`config.mk`:
```
export PLATFORM = sky130hd
export DESIGN_NAME = tmr_channel
export DESIGN_NICKNAME = d
export VERILOG_FILES = /design/src/rtl/tmr_pkg.sv /design/src/rtl/tmr_trig_sel.sv /design/src/rtl/tmr_count_core.sv /design/src/rtl/tmr_pulse_gen.sv /design/src/rtl/tmr_irq_flag.sv /design/src/rtl/tmr_channel.sv
export SDC_FILE = /design/constraint.sdc
export NUM_CORES = 1
export LEC_CHECK = 0
export ABC_AREA = 1
export BUFFER_PORTS_ARGS = -buffer_cell sky130_fd_sc_hd__buf_2
export CAP_MARGIN = 20
export CORE_ASPECT_RATIO = 1.1
export CORE_UTILIZATION = 60
export CTS_CLUSTER_SIZE = 30
export DETAILED_ROUTE_END_ITERATION = 7
export PLACE_DENSITY = 0.83
export SYNTH_ARGS = -nofsm -noshare
export SYNTH_HDL_FRONTEND = slang
export SYNTH_SLANG_ARGS = --single-unit
```
`constraint.sdc`:
```
create_clock -name clk_i -period 6 [get_ports clk_i]
set_clock_uncertainty 0.15 [all_clocks]
set_input_delay 1.2 -clock clk_i [delete_from_list [all_inputs] [get_ports clk_i]]
set_output_delay 1.2 -clock clk_i [all_outputs]
set_load 0.005 [all_outputs]
```
`src/rtl/tmr_pkg.sv`:
```
package tmr_pkg;
  typedef enum logic [1:0] {
    TM_PER32  = 2'd0,
    TM_DUAL16 = 2'd1,
    TM_ACCUM  = 2'd2,
    TM_CAPT   = 2'd3
  } tmr_mode_e;
endpackage

```
`src/rtl/tmr_trig_sel.sv`:
```
module tmr_trig_sel #(
  parameter int STAGES = 1
) (
  input  logic clk_i,
  input  logic rst_ni,
  input  logic src_i,
  input  logic int_i,
  input  logic ext_i,
  output logic edge_o
);
  logic              sel;
  logic [STAGES-1:0] sq;
  logic              prev_q;

  assign sel = src_i ? ext_i : int_i;

  generate
    if (STAGES == 1) begin : g_one
      always_ff @(posedge clk_i or negedge rst_ni) begin
        if (!rst_ni) sq <= '0;
        else         sq <= sel;
      end
    end else begin : g_chain
      always_ff @(posedge clk_i or negedge rst_ni) begin
        if (!rst_ni) sq <= '0;
        else         sq <= {sq[STAGES-2:0], sel};
      end
    end
  endgenerate

  always_ff @(posedge clk_i or negedge rst_ni) begin
    if (!rst_ni) prev_q <= 1'b0;
    else         prev_q <= sq[STAGES-1];
  end

  // registered level compared with its own delayed copy
  assign edge_o = sq[STAGES-1] & ~prev_q;
endmodule

```
`src/rtl/tmr_count_core.sv`:
```
module tmr_count_core
  import tmr_pkg::*;
#(
  parameter int CNT_W = 32
) (
  input  logic             clk_i,
  input  logic             rst_ni,
  input  logic             en_i,
  input  logic [1:0]       mode_i,
  input  logic             start_on_trig_i,
  input  logic             stop_on_irq_i,
  input  logic             reload_on_trig_i,
  input  logic             trig_edge_i,
  input  logic             ld_we_i,
  input  logic [CNT_W-1:0] ld_wdata_i,
  output logic [CNT_W-1:0] count_o,
  output logic [CNT_W-1:0] ld_val_o,
  output logic             tmo_o,
  output logic             fire_o,
  output logic             win_o
);
  localparam int HALF = CNT_W / 2;

  tmr_mode_e        mode;
  logic             en_q, run_q, primed_q;
  logic             run_d, primed_d;
  logic [CNT_W-1:0] cnt_q, cnt_d, ld_q, ld_d, load_val;
  logic [HALF-1:0]  lo, hi;
  logic             en_rise, start_req, tmo, cap, win;

  assign mode      = tmr_mode_e'(mode_i);
  assign lo        = cnt_q[HALF-1:0];
  assign hi        = cnt_q[CNT_W-1:HALF];
  assign en_rise   = en_i & ~en_q;
  assign start_req = start_on_trig_i ? trig_edge_i : en_rise;
  assign load_val  = (mode == TM_CAPT) ? '1 : ld_q;

  always_comb begin
    cnt_d    = cnt_q;
    run_d    = run_q;
    primed_d = primed_q;
    tmo      = 1'b0;
    cap      = 1'b0;
    win      = 1'b0;
    if (!en_i) begin
      run_d = 1'b0;
    end else if (!run_q) begin
      if (start_req) begin
        run_d    = 1'b1;
        cnt_d    = load_val;
        primed_d = (mode != TM_ACCUM) || start_on_trig_i;
      end
    end else begin
      case (mode)
        TM_PER32: begin
          if (reload_on_trig_i && trig_edge_i) cnt_d = load_val;
          else if (cnt_q == '0)                tmo   = 1'b1;
          else                                 cnt_d = cnt_q - 1'b1;
        end
        TM_DUAL16: begin
          if (reload_on_trig_i && trig_edge_i) begin
            cnt_d = load_val;
          end else if (lo != '0) begin
            cnt_d = {hi, lo - 1'b1};
          end else if (hi != '0) begin
            cnt_d = {hi - 1'b1, lo};
            win   = 1'b1;
          end else begin
            tmo = 1'b1;
          end
        end
        TM_ACCUM: begin
          if (trig_edge_i) begin
            if (!primed_q) begin
              cnt_d    = ld_q;
              primed_d = 1'b1;
            end else if (cnt_q == '0) begin
              tmo = 1'b1;
            end else begin
              cnt_d = cnt_q - 1'b1;
            end
          end
        end
        TM_CAPT: begin
          if (trig_edge_i) begin
            tmo = 1'b1;
            cap = 1'b1;
          end else if (cnt_q == '0) begin
            cnt_d = '1;
          end else begin
            cnt_d = cnt_q - 1'b1;
          end
        end
        default: ;
      endcase
      if (tmo) begin
        if (stop_on_irq_i) run_d = 1'b0;
        else               cnt_d = load_val;
      end
    end
  end

  always_comb begin
    ld_d = ld_q;
    if (cap)          ld_d = ~cnt_q;
    else if (ld_we_i) ld_d = ld_wdata_i;
  end

  always_ff @(posedge clk_i or negedge rst_ni) begin
    if (!rst_ni) begin
      en_q     <= 1'b0;
      run_q    <= 1'b0;
      primed_q <= 1'b0;
      cnt_q    <= '0;
      ld_q     <= '0;
    end else begin
      en_q     <= en_i;
      run_q    <= run_d;
      primed_q <= primed_d;
      cnt_q    <= cnt_d;
      ld_q     <= ld_d;
    end
  end

  assign count_o  = cnt_q;
  assign ld_val_o = ld_q;
  assign tmo_o    = tmo;
  assign fire_o   = tmo & (mode != TM_DUAL16);
  assign win_o    = win;
endmodule

```
`src/rtl/tmr_pulse_gen.sv`:
```
module tmr_pulse_gen #(
  parameter int PRE_CYC = 2
) (
  input  logic clk_i,
  input  logic rst_ni,
  input  logic en_i,
  input  logic fire_i,
  input  logic win_i,
  output logic pre_o,
  output logic trig_o
);
  localparam int EXT_W = (PRE_CYC > 1) ? PRE_CYC - 1 : 1;

  logic [EXT_W-1:0] ext_q, ext_d;
  logic             pre_q, trig_q, pre_next;

  generate
    if (EXT_W == 1) begin : g_short
      assign ext_d = fire_i;
    end else begin : g_long
      assign ext_d = {ext_q[EXT_W-2:0], fire_i};
    end
  endgenerate

  assign pre_next = fire_i | win_i | (|ext_q);

  always_ff @(posedge clk_i or negedge rst_ni) begin
    if (!rst_ni) begin
      ext_q  <= '0;
      pre_q  <= 1'b0;
      trig_q <= 1'b0;
    end else if (!en_i) begin
      ext_q  <= '0;
      pre_q  <= 1'b0;
      trig_q <= 1'b0;
    end else begin
      ext_q  <= ext_d;
      pre_q  <= pre_next;
      trig_q <= pre_next & pre_q;
    end
  end

  assign pre_o  = pre_q;
  assign trig_o = trig_q;
endmodule

```
`src/rtl/tmr_irq_flag.sv`:
```
module tmr_irq_flag (
  input  logic clk_i,
  input  logic rst_ni,
  input  logic set_i,
  input  logic clr_i,
  output logic irq_o
);
  logic irq_q;

  always_ff @(posedge clk_i or negedge rst_ni) begin
    if (!rst_ni) irq_q <= 1'b0;
    else         irq_q <= set_i | (irq_q & ~clr_i);
  end

  assign irq_o = irq_q;
endmodule

```
`src/rtl/tmr_channel.sv`:
```
module tmr_channel #(
  parameter int CNT_W       = 32,
  parameter int TRIG_STAGES = 1,
  parameter int PRE_CYC     = 2
) (
  input  logic             clk_i,
  input  logic             rst_ni,
  input  logic             en_i,
  input  logic [1:0]       mode_i,
  input  logic             start_on_trig_i,
  input  logic             stop_on_irq_i,
  input  logic             reload_on_trig_i,
  input  logic             trig_src_i,
  input  logic             trig_int_i,
  input  logic             trig_ext_i,
  input  logic             ld_we_i,
  input  logic [CNT_W-1:0] ld_wdata_i,
  input  logic             irq_clr_i,
  output logic [CNT_W-1:0] ld_val_o,
  output logic [CNT_W-1:0] count_o,
  output logic             irq_o,
  output logic             pre_trig_o,
  output logic             trig_o
);
  logic trig_edge_w, tmo_w, fire_w, win_w;

  tmr_trig_sel #(.STAGES(TRIG_STAGES)) u_trig (
    .clk_i (clk_i),
    .rst_ni(rst_ni),
    .src_i (trig_src_i),
    .int_i (trig_int_i),
    .ext_i (trig_ext_i),
    .edge_o(trig_edge_w)
  );

  tmr_count_core #(.CNT_W(CNT_W)) u_core (
    .clk_i           (clk_i),
    .rst_ni          (rst_ni),
    .en_i            (en_i),
    .mode_i          (mode_i),
    .start_on_trig_i (start_on_trig_i),
    .stop_on_irq_i   (stop_on_irq_i),
    .reload_on_trig_i(reload_on_trig_i),
    .trig_edge_i     (trig_edge_w),
    .ld_we_i         (ld_we_i),
    .ld_wdata_i      (ld_wdata_i),
    .count_o         (count_o),
    .ld_val_o        (ld_val_o),
    .tmo_o           (tmo_w),
    .fire_o          (fire_w),
    .win_o           (win_w)
  );

  tmr_pulse_gen #(.PRE_CYC(PRE_CYC)) u_pulse (
    .clk_i (clk_i),
    .rst_ni(rst_ni),
    .en_i  (en_i),
    .fire_i(fire_w),
    .win_i (win_w),
    .pre_o (pre_trig_o),
    .trig_o(trig_o)
  );

  tmr_irq_flag u_irq (
    .clk_i (clk_i),
    .rst_ni(rst_ni),
    .set_i (tmo_w),
    .clr_i (irq_clr_i),
    .irq_o (irq_o)
  );
endmodule

```
Yosys cells after proc, flatten, opt, wreduce, memory -nomap -nowiden:

Index checks and enable logic that the tools add are counted.

* register bits: 73
* word-level logic and storage cells: 96

* bitwise operators: 12
* add/subtract/negate cells: 3
* muxes and demuxes: 53
* equality and inequality tests: 7
* reduce and logical (&&, ||, !) cells: 10

Operators with widths (count)
* $mux 32: 16
* $pmux 32 s4: 1
* $mux 1: 35
* $logic_not 32->1: 1
* $not 32->32: 1
* $reduce_bool 16->1: 2
* $sub 16x1->16 const B: 2
* $sub 32x1->32 const B: 1
* $and 1x1->1: 5
* $eq 2x2->1 const B: 2
* $ne 2x1->1 const B: 2
* $ne 2x2->1 const B: 2
* $pmux 1 s4: 1
* $reduce_and 4->1: 1
* $reduce_bool 2->1: 2
* $not 1->1: 3
* $or 1x1->1: 3
* $eq 2x1->1 const B: 1
* $logic_not 2->1: 1
* $reduce_and 2->1: 1
* $logic_and 1x1->1: 1
* $logic_or 1x1->1: 1

Longest topological paths before layout:

* depth in word-level cells: 14
* mapped depth: 18
* depth with buffers taken out: 17

Hierarchy:

Synthesis repeated with hierarchy kept, for this count alone.

* cell total of the unflattened synthesis: 1270
* area total of the unflattened synthesis: 7561.0 um2

By module, submodules not included
* tmr_count_core: area an instance 7334.5 um2, times used 1, seq. area each 1676.6 um2, cells each 1245
* tmr_pulse_gen: area an instance 113.9 um2, times used 1, seq. area each 75.1 um2, cells each 12
* tmr_trig_sel: area an instance 72.6 um2, times used 1, seq. area each 50.0 um2, cells each 8
* tmr_irq_flag: area an instance 40.0 um2, times used 1, seq. area each 25.0 um2, cells each 5

Worst setup path after synthesis:

Ideal clock, no wire load.

* path type: input-to-reg
* from: in mode_i[1]
* to: reg u_core.cnt_q[20] (netlist: u_core.count_o[20])
* stages on the path: 12
* library setup time: 117 ps
* data arrival time: 2569 ps
* slack: 3165 ps
* cell sequence: buf_2 nand2_1 nor2_1 buf_2 a21oi_2 inv_2 a22oi_1 nand3_1 nand2_1 nand2_1 nand2_1 nand2_1

* cells in the longest elaborated chain, start to end: 7
* elaborated cells on any way between the ends: 15

Ends and longest elaborated chain
* start, declared: RTL line tmr_channel.sv:9 `input logic [1:0] mode_i,`
* $eq 2x2->1: RTL line tmr_count_core.sv:36, tmr_count_core.sv:54
* $mux 32: RTL line tmr_count_core.sv:36 `assign load_val = (mode == TM_CAPT) ? '1 : ld_q;`
* $mux 32, on equally long branches: RTL line tmr_count_core.sv:61, tmr_count_core.sv:56
* $pmux 32 s4: RTL line tmr_count_core.sv:54 `case (mode)`
* $mux 32: RTL line tmr_count_core.sv:97 `if (stop_on_irq_i) run_d = 1'b0;`
* $mux 32: RTL line tmr_count_core.sv:96 `if (tmo) begin`
* $mux 32 (*): RTL line tmr_count_core.sv:47 `end else if (!run_q) begin`
* end signal, assigned: RTL line tmr_count_core.sv:120 `cnt_q <= cnt_d;`
* end, declared: RTL line tmr_count_core.sv:27 `logic [CNT_W-1:0] cnt_q, cnt_d, ld_q, ld_d, load_val;`

Every way passes the cells marked *; elsewhere a longest branch is shown, timed or not. The select of a mux whose other input is x is not followed.
A chain may end at the register's enable or synchronous reset.

Worst setup path in the final report:

* from: reg u_core.cnt_q[16] (netlist: u_core.count_o[16])
* to: reg u_core.cnt_q[0] (netlist: u_core.count_o[0])

* cells in the longest elaborated chain, start to end: 9
* elaborated cells on any way between the ends: 22

Ends and longest elaborated chain
* $logic_not 32->1 / $reduce_bool 16->1 (equally long branches)
* $mux 1, on equally long branches: RTL line tmr_count_core.sv:57, tmr_count_core.sv:77, tmr_count_core.sv:65
* $mux 1, on equally long branches: RTL line tmr_count_core.sv:74, tmr_count_core.sv:63
* $mux 1, on equally long branches: RTL line tmr_count_core.sv:73, tmr_count_core.sv:61
* $pmux 1 s4: RTL line tmr_count_core.sv:54
* $mux 1: RTL line tmr_count_core.sv:47
* $mux 1: RTL line tmr_count_core.sv:45 `if (!en_i) begin`
* $mux 32 (*): RTL line tmr_count_core.sv:96
* $mux 32 (*): RTL line tmr_count_core.sv:47

Marks and branches as above.

==> results.cfg <==
[setup_path]
reg2regPathDepth = 14
reg2reg_to = u_core.count_o[0]
timing.rr.start = u_core.count_o[16]
startpoint_type = flop
path_delay_family = simple AND/OR/NAND/NOR gates
ff2ff_setup_slack_ps = 2040
slowest_delay_ps = 520
critPathCaptureType = flop
cp_cell_sequence = inv_2 -> ha_1 -> nand2_2 -> nor2_4 -> nand2_4 -> nor2_8 -> inv_2 -> nand2_2 -> nand3_2 -> nand2_2 -> buf_4 -> nand3_1 -> nand3_1 -> o21ai_1
critPathKind = flop to flop
cp_slowest_cell = nand2_2
path_max_fanout = 34
cpMostUsedCell = nand2_2
critical_path_required_ps = 6080
worst-path-buf-inv = 3
startpoint = u_core.count_o[16]
worst_ep_arrival_time_ps = 4030

[synth]
synth_top_cell_by_area = dfrtp_1
synth_top_cell_area_share_pct = 24.63
synth_edf_count = 0
synth_ff_type = dfrtp_1
ys.warnings.count = 0
ys_async_sr_fraction_pct = 100.0
syn_nets = 1300
yosysSeqAreaShare_pct = 24.63
syn_inst = 1251
ys_types = 44
synthTopCellsByArea = dfrtp_1 25%, nand2_1 18%, nand3_1 9.5%, a21oi_1 7.5%, nor2_1 5.7%
ys_seq_elements = 73
syn_area_um2 = 7416
syn_avg_cell_area_um2 = 5.928

[power_and_ir_drop]
fin_total_pwr_mw = 2.297
pwr_density_cell_nw_per_um2 = 280.4
p_sw_share_pct = 43.42
seqPwrFrac_pct = 32.3
power_leakage_nw = 4.187
intPower_mw = 1.300
power.switching_uw = 997.6
combPwrFrac_pct = 40.6
ir_worst_vdd_mv = 0.2130
clkPwrFrac_pct = 27.1

[timing]
report.final.slew_viol_count = 0
period_minus_slack_ps = 3956
relSlewSlack_pct = 34.33
finalHoldViolations = 0
fin_crit_sh_pct = 65.94
setup_tns_ps = 0
fin_ws_ps = 2044
max_freq_mhz = 252.8
setup_viol = 0
grt_setup_unrepaired = false
tightest_slew_ps = 985.0

[routing]
drt-pass1-iter-count = 8
routedWlPerCell_um = 18.00
drcViolationCount = 4
drt_iter0_markers = 1055
via_per_inst = 6.318
drt_wl_total_um = 26230
vias = 9205
drtAntennaViolNets = 0

[min_path]
min_to = u_trig.prev_q
hold_start = u_trig.sq
hp-class = flop to flop
min_path_cells = 0

[cts]
clock_sinks = 73
cts_buffers = 9
clk-insertion-delay-late_ps = 360
postCtsSetupRepairBufs = 0
path_clk_slew_ps = 60
cts_max_level = 3
clk_path_buf_depth = 2
cts_tree = done
cts-resized-gates = 0
root_buffer = clkbuf_16
cts_hold_buf = 0

[floorplanning]
dieArea_um2 = 12810
core_um2 = 12030
rows = 42
initial_core_util_pct = 61.62
die_w_um = 108
die_y_um = 118.6
ios = 112

[final_layout]
area_growth_pct = 10.48
final_nets = 1347
drive_gt1_share_pct = 14.20
fillers = 1151
seq_area_um2 = 1827
multi_input_area_um2 = 4741
layout.cells.most_common = nand2_1
n_antenna_cell = 0
layout_common_cells = 361 x nand2_1, 141 x nand3_1, 112 x nor2_1

[global_routing]
grt_overflow = 0
grt_max_degree = 74
grt_pass1_vias = 8348
grt_pass1_wl_um = 41900
grtUsageTotal_pct = 41.92
antenna_found_initial = 0

[status]
violations = design-rule violations
status = finished with violations

[place]
post-place-ws_ps = 2149
portBuffers = 111
globalplace.congestion = 1.012
dp_hpwl_um = 17150

[job]
drv_cap = 0
## flip-flops by register name, indices dropped and copies added, names as in the netlist
| register | count |
|---|---|
| u_core.primed_q | 1 |
| u_trig.prev_q | 1 |
| u_irq.irq_o | 1 |
| u_core.en_q | 1 |
| u_core.run_q | 1 |
| u_core.count_o | 32 |
| u_pulse.ext_q | 1 |
| u_pulse.pre_o | 1 |
| u_trig.sq | 1 |
| u_core.ld_val_o | 32 |
| u_pulse.trig_o | 1 |
## layer usage
| layer | vias to the layer above | wire length [µm] | track usage (%) | share of wire (%) |
|---|---|---|---|---|
| met5 | - | 0 | 0 | 0 |
| met4 | 0 | 1341 | 24.32 | 5.1 |
| met3 | 133 | 3094 | 7.832 | 12 |
| met2 | 655 | 11680 | 64.69 | 45 |
| met1 | 4150 | 10110 | 54.19 | 39 |
| li1 | 4267 | - | - | - |
## worst max-delay path by stage
stage,to,slack [ps],depth (start not counted)
2_1_floorplan,u_core.count_o[20],3160,12
3_3_place_gp,u_core.count_o[18],2200,12
3_5_place_dp,u_core.count_o[18],2150,12
4_1_cts,u_core.count_o[0],2160,14
5_1_grt,u_core.count_o[3],1890,14
6_report,u_core.count_o[0],2040,14
## power by group through the flow
| stage | Clock (mW) | Sequential (mW) | Combinational, mW |
|---|---|---|---|
| floorplan | 0 | 0.659 | 0.710 |
| global placement | 0 | 0.739 | 0.891 |
| detailed placement | 0 | 0.739 | 0.904 |
| CTS | 0.625 | 0.732 | 0.913 |
| global route | 0.651 | 0.749 | 1.05 |
| finish | 0.622 | 0.742 | 0.934 |
## through the flow
stage	hold WS, ps	util [%]	area (µm²)	std cells
6_report	226.0	68.08	8193	1457
5_1_grt	233.7	68.08	8193	1457
4_1_cts	226.8	67.91	8173	1456
3_5_place_dp	213.6	65.09	7833	1440
3_3_place_gp	207.6	65.09	7833	1440
2_1_floorplan	203.7	-	7416	1251
## Yosys cell counts, drive strengths merged (2+ instances only)
| library cell | count |
|---|---|
| dfrtp | 73 |
| ha | 4 |
| o221ai | 33 |
| nand2 | 371 |
| a22oi | 8 |
| o21ai | 98 |
| nand4 | 13 |
| a31oi | 12 |
| a21oi | 112 |
| nand3 | 143 |
| buf | 44 |
| o31ai | 6 |
| xor2 | 16 |
| o22ai | 4 |
| o211ai | 8 |
| clkbuf | 47 |
| nor3 | 7 |
| nor4 | 2 |
| nor2 | 133 |
| inv | 106 |
## worst register-to-register path, stage by stage, from the launching register on
cell	delay [ps]
dfrtp_1	500
inv_2	190
ha_1	290
nand2_2	130
nor2_4	170
nand2_4	160
nor2_8	390
inv_2	380
nand2_2	180
nand3_2	80
nand2_2	520
buf_4	410
nand3_1	120
nand3_1	100
o21ai_1	80
## kinds of logic after synthesis
logic type                 Yosys count  synth area share (%)
and+or+nand+nor                    673                 38.91
AOI/OAI and AO/OA                  285                 22.12
buffers and inverters              198                 11.51
DFF                                 73                 24.63
xor gates and xnor gates            17                 2.008
adders and majority gates            4                0.6749
muxes                                1                0.1518
## cell type report
type / count / area share (%)
Multi-Input combinational cell: 980 / 57.87
Sequential cell: 73 / 22.30
Timing Repair Buffer: 127 / 8.430
Inverter: 107 / 4.902
Clock buffer: 12 / 3.253
Tap cell: 154 / 2.352
Clock inverter: 4 / 0.9010
Power figures use the tool's default switching activity.
